### config.mk
export PLATFORM = sky130hd
export DESIGN_NAME = slave_fifo_port
export DESIGN_NICKNAME = d
export VERILOG_FILES = /design/src/rtl/slave_fifo_port.sv
export SDC_FILE = /design/constraint.sdc
export NUM_CORES = 2
export LEC_CHECK = 0
export BUFFER_PORTS_ARGS = -buffer_cell sky130_fd_sc_hd__buf_2
export CAP_MARGIN = 20
export CORE_MARGIN = 1
export CORE_UTILIZATION = 52
export CTS_BUF_LIST = sky130_fd_sc_hd__clkbuf_16
export CTS_CLUSTER_DIAMETER = 30
export CTS_CLUSTER_SIZE = 30
export DETAILED_ROUTE_END_ITERATION = 10
export GPL_TIMING_DRIVEN = 0
export PLACE_DENSITY_LB_ADDON = 0.1
export SKIP_LAST_GASP = 1
export SLEW_MARGIN = 20
export SYNTH_ARGS = -nofsm -noshare
export SYNTH_HDL_FRONTEND = slang
export SYNTH_SLANG_ARGS = --single-unit
### constraint.sdc
create_clock -name clk -period 8.9 [get_ports clk]
set_input_delay 1.335 -clock clk [delete_from_list [all_inputs] [get_ports clk]]
set_output_delay 1.335 -clock clk [all_outputs]
set_load 0.1 [all_outputs]
### src/rtl/slave_fifo_port.sv
module slave_fifo_port #(
  parameter int DEPTH = 16,
  parameter int PKT   = 8,
  localparam int AW = $clog2(DEPTH),
  localparam int PW = AW + 1
) (
  input  logic          clk,
  input  logic          rst_n,
  input  logic          async_mode,
  input  logic [3:0]    word_mode,
  input  logic [3:0]    to_usb,
  input  logic [PW-1:0] level_mark,
  input  logic [11:0]   irq_mask,
  input  logic          cs_n,
  input  logic [1:0]    fifo_sel,
  input  logic          ext_rd,
  input  logic          ext_wr,
  input  logic          ext_oe,
  input  logic          pkt_end,
  input  logic [15:0]   din,
  output logic [15:0]   dout,
  output logic [1:0]    dout_oe,
  input  logic [1:0]    usb_sel,
  input  logic          usb_push,
  input  logic [7:0]    usb_wdata,
  input  logic          usb_pop,
  output logic [7:0]    usb_rdata,
  output logic          usb_ready,
  output logic [3:0]    flag_empty,
  output logic [3:0]    flag_full,
  output logic [3:0]    flag_level,
  output logic          irq
);

  logic [7:0]    mem  [4][DEPTH];
  logic [PW-1:0] wp   [4];
  logic [PW-1:0] rp   [4];
  logic [PW-1:0] cp   [4];
  logic [PW-1:0] cnt  [4];
  logic [PW-1:0] unit [4];
  logic [2:0]    rd_s, wr_s, pe_s;

  wire rd_g = ext_rd  & ~cs_n;
  wire wr_g = ext_wr  & ~cs_n;
  wire pe_g = pkt_end & ~cs_n;

  wire rd_ev = async_mode ? (rd_s[1] & ~rd_s[2]) : rd_g;
  wire wr_ev = async_mode ? (wr_s[1] & ~wr_s[2]) : wr_g;
  wire pe_ev = async_mode ? (pe_s[1] & ~pe_s[2]) : pe_g;

  always_comb
    for (int i = 0; i < 4; i++) begin
      cnt[i]        = wp[i] - rp[i];
      unit[i]       = word_mode[i] ? PW'(2) : PW'(1);
      flag_empty[i] = cnt[i] < unit[i];
      flag_full[i]  = (PW'(DEPTH) - cnt[i]) < unit[i];
      flag_level[i] = cnt[i] >= level_mark;
    end

  assign irq = |({flag_level, flag_full, flag_empty} & irq_mask);

  wire [PW-1:0] ew   = wp[fifo_sel];
  wire [PW-1:0] er   = rp[fifo_sel];
  wire [PW-1:0] eu   = unit[fifo_sel];
  wire [PW-1:0] ew1  = ew + PW'(1);
  wire [PW-1:0] er1  = er + PW'(1);

  wire ext_w  = wr_ev & to_usb[fifo_sel] & ~flag_full[fifo_sel];
  wire ext_r  = rd_ev & ~to_usb[fifo_sel] & ~flag_empty[fifo_sel];
  wire ext_c  = pe_ev & to_usb[fifo_sel];
  wire [PW-1:0] ew_n = ext_w ? ew + eu : ew;
  wire commit = ext_c | (ext_w & ((ew_n - cp[fifo_sel]) >= PW'(PKT)));

  wire usb_w = usb_push & ~to_usb[usb_sel] & (cnt[usb_sel] != PW'(DEPTH));
  assign usb_ready = to_usb[usb_sel] & (rp[usb_sel] != cp[usb_sel]);
  wire usb_r = usb_pop & usb_ready;

  wire [7:0] head_lo = mem[fifo_sel][er[AW-1:0]];
  wire [7:0] head_hi = mem[fifo_sel][er1[AW-1:0]];

  assign dout_oe[0] = ~cs_n & ext_oe & ~ext_wr;
  assign dout_oe[1] = dout_oe[0] & word_mode[fifo_sel];
  assign dout       = {dout_oe[1] ? head_hi : 8'h00, dout_oe[0] ? head_lo : 8'h00};
  assign usb_rdata  = mem[usb_sel][rp[usb_sel][AW-1:0]];

  always_ff @(posedge clk or negedge rst_n)
    if (!rst_n) begin
      rd_s <= '0;
      wr_s <= '0;
      pe_s <= '0;
      for (int i = 0; i < 4; i++) begin
        wp[i] <= '0;
        rp[i] <= '0;
        cp[i] <= '0;
      end
    end else begin
      rd_s <= {rd_s[1:0], rd_g};
      wr_s <= {wr_s[1:0], wr_g};
      pe_s <= {pe_s[1:0], pe_g};
      if (ext_w)  wp[fifo_sel] <= ew_n;
      if (usb_w)  wp[usb_sel]  <= wp[usb_sel] + PW'(1);
      if (ext_r)  rp[fifo_sel] <= er + eu;
      if (usb_r)  rp[usb_sel]  <= rp[usb_sel] + PW'(1);
      if (commit) cp[fifo_sel] <= ew_n;
    end

  always_ff @(posedge clk) begin
    if (ext_w) begin
      mem[fifo_sel][ew[AW-1:0]] <= din[7:0];
      if (word_mode[fifo_sel]) mem[fifo_sel][ew1[AW-1:0]] <= din[15:8];
    end
    if (usb_w) mem[usb_sel][wp[usb_sel][AW-1:0]] <= usb_wdata;
  end

endmodule

==> results.py <==
metrics = {
    "synthesis": {
        "synth_compound_area_frac": 0.0502,
        "synth.area.top_cells": "edfxtp_1 38%, mux4_2 20%, mux2_2 18%",
        "muxShareOfSynthArea": 0.399,
        "async_flop_share": 0.119,
        "syn-mean-instance-area_um2": 14.3,
        "yosys_warnings": 0,
        "yosys.area_share.simple": 0.0626,
        "ys_seq_area_frac": 0.428,
        "yosysUniqueCellTypes": 76,
        "synth_most_common_cell": "mux2_2",
        "synth_adder_area_share": 0.0229,
        "synth_seq_cells": 581,
        "synth_nets": 2935,
        "syn_inst": 2803,
        "synth_ff_type": "edfxtp_1",
        "synth_top_area_frac": 0.385,
        "synth_area_um2": 40000,
        "synth_edf_count": 512,
        "yosys-top-cells-count": "654 x mux2_2, 512 x edfxtp_1, 352 x mux4_2",
        "synth_top_area_cell": "edfxtp_1",
        "synth_top_family_by_area": "multiplexers",
        "synthXorXnorAreaFrac": 0.00889,
    },
    "critical_path": {
        "cp-end-kind": "output pin",
        "start_kind": "input pin",
        "worstPathMaxFanout": 12,
        "crit_type": "in2out",
        "arrival_ns": 7.59,
        "cp.required_ns": 7.57,
    },
    "final_layout": {
        "fin_nets": 3190,
        "multiInputGateArea_um2": 21800,
        "seq_area_um2": 17100,
        "area_growth_pct": 18.6,
        "fin_area_um2": 47400,
        "fillers": 5847,
        "drive_gt1_frac": 0.489,
    },
    "floorplanning": {
        "start_util": 0.526,
        "boundaryPins": 103,
        "std_cell_rows": 101,
        "chipHeight_um": 279,
        "die_x_um": 279,
        "core_area_um2": 75900,
        "dieArea_um2": 78000,
    },
    "timing": {
        "finalCritPeriodShare": 1.00,
        "hold_viol": 0,
        "fin_skew_ns": 0.0366,
        "setup_viol": 2,
        "setup_ws_ns": -0.0227,
        "finalCriticalPeriod_ns": 8.92,
        "worst_pin_slew_ns": 1.48,
        "rsz0062_at_grt": "false",
        "fmax_mhz": 112,
        "max-slew-margin-rel": 0.0130,
        "slew_viol_final": 0,
        "setup-tns-final_ns": -0.0425,
    },
    "worst_hold_path": {
        "hold_path.class": "reg2reg",
    },
    "place": {
        "placed_area_um2": 42000,
        "preCtsSetupSlack_ns": 0.122,
        "hpwl_mm": 143,
        "place.gp.congestion": 1.14,
        "io_buffers": 90,
    },
    "global_route": {
        "antenna_found_initial": 32,
        "grt_max_degree": 54,
        "grt_pass1_vias": 31800,
        "grt_use_total": 0.520,
        "grt_overflow_total": 0,
        "grt_first_pass_wirelength_mm": 267,
    },
    "power": {
        "switching_share": 0.439,
        "power_frac_clock": 0.346,
        "pwr-share-comb": 0.444,
        "vdd_drop_max_mv": 0.474,
        "pwr-share-seq": 0.210,
        "netSwitchingPower_mw": 7.05,
        "leakage_nw": 16.6,
        "power_mw": 16.1,
        "internal_power_mw": 9.01,
        "powerDensity_nw_per_um2": 339,
    },
    "clock_network": {
        "htree_levels": 4,
        "cts.clk_slew.worst_paths_ns": 0.04,
        "root_buffer": "clkbuf_16",
        "cts_sinks": 581,
        "clk_path_buf_depth": 3,
        "cts_tree": "built",
        "insertion_delay_ns": 0.77,
        "numCtsBuffers": 151,
        "cts_setup_buffers": 0,
    },
    "flow_run": {
        "drv_cap": 0,
    },
    "route": {
        "wirelength_mm": 202,
        "first_pass_iters": 8,
        "wire_per_inst_um": 47.5,
        "vias": 33400,
        "drt-initial-drc-count": 6266,
        "viasPerCell": 7.83,
        "postRouteAntennaNets": 0,
        "drc": 3,
    },
    "status": {
        "status": "complete, but fails checks",
        "violations": "design-rule violations, negative setup slack",
    },
}
## power groups by stage
stage / registers, mW / logic [mW] / clock network (mW)
after global placement: 3.39 / 6.62 / 0
after detailed placement: 3.40 / 6.76 / 0
after floorplan: 3.31 / 4.61 / 0
final: 3.37 / 7.13 / 5.56
after global routing: 3.38 / 7.25 / 5.66
after CTS: 3.36 / 6.79 / 5.51
## kinds of logic after synthesis
| logic type | count (synthesis) |
|---|---|
| and+or+nand+nor | 476 |
| adders and majority gates | 69 |
| xor gates and xnor gates | 38 |
| muxes | 1067 |
| buffers and inverters | 282 |
| AOI/OAI and AO/OA | 290 |
| DFF | 581 |
## per-stage QoR
stage,instances,hold slack (ns),util
finish,4263,0.354,0.624
global route,4221,0.362,0.623
CTS,4208,0.358,0.621
detailed placement,3929,0.339,0.553
global placement,3923,0.340,0.549
floorplan,2803,0.331,-
## routing by layer
layer | part of all wire | vias up | global-route usage
met5 | 0.0011 | - | 0.00938
met4 | 0.11 | 12 | 0.434
met3 | 0.16 | 1082 | 0.265
met2 | 0.41 | 3633 | 0.718
met1 | 0.32 | 16700 | 0.597
li1 | - | 12000 | -
## final timing paths
path / endpoint / from / slack [ns] / cells past startpoint
worst max register to register: cp[7] / wp[15] / 1.92 / 24
worst min register to register: pe_s[1] / pe_s[0] / 0.35 / 0
worst max-delay path: dout[11] / fifo_sel[1] / -0.02 / 12
max in group asynchronous: rp[13] / rst_n / 7.85 / 2
min in group asynchronous: cp[13] / rst_n / 0.44 / 1
worst min-delay path: pe_s[1] / pe_s[0] / 0.35 / 0
## critical path, cell delays in order
cell,delay (ns)
buf_2,0.23
buf_2,0.43
mux4_2,0.51
buf_1,0.77
clkdlybuf4s15_1,0.84
ha_1,0.38
clkbuf_1,0.59
clkbuf_2,0.52
mux4_2,0.34
mux2i_1,0.23
a211oi_1,0.79
buf_2,0.56
## flip-flops by register name, summed over array words and instances (netlist names)
| signal | flops |
|---|---|
| mem | 512 |
| wp | 20 |
| pe_s | 3 |
| wr_s | 3 |
| rd_s | 3 |
| cp | 20 |
| rp | 20 |
## cells in the final DEF (no fill, tap or decap), types with 23 or more instances in the layout
cell       count
diode_2       49
clkbuf_16    153
mux2i_1       51
clkinv_2      35
buf_2        153
clkbuf_2      53
inv_1         79
clkbuf_1      78
ha_1          62
a31oi_1       32
edfxtp_1     512
nand3_1       70
nor2_1        67
o22ai_1       50
mux2_2       654
a21oi_1       37
nor2b_1       34
dfrtp_1       69
nand2b_1      28
buf_1         23
nand2_1      134
a211oi_1      55
and2_1        30
o21ai_0       24
mux4_2       352
## area by class of cell
cell class                      count  area share
Antenna cell                       49     0.00259
Buffer                            227      0.0219
Clock buffer                      153      0.0807
Clock inverter                    126      0.0284
Inverter                           55     0.00435
Multi-Input combinational cell   1940       0.460
Sequential cell                   581       0.361
Tap cell                         1030      0.0272
Timing Repair Buffer              102      0.0139
## repair_timing
item | in CTS | in global routing
hold buffers | 0 | 0
resized for setup | 0 | 5
setup endpoints to repair | 0 | 2
No activity file was read; power rests on OpenSTA's default activity.
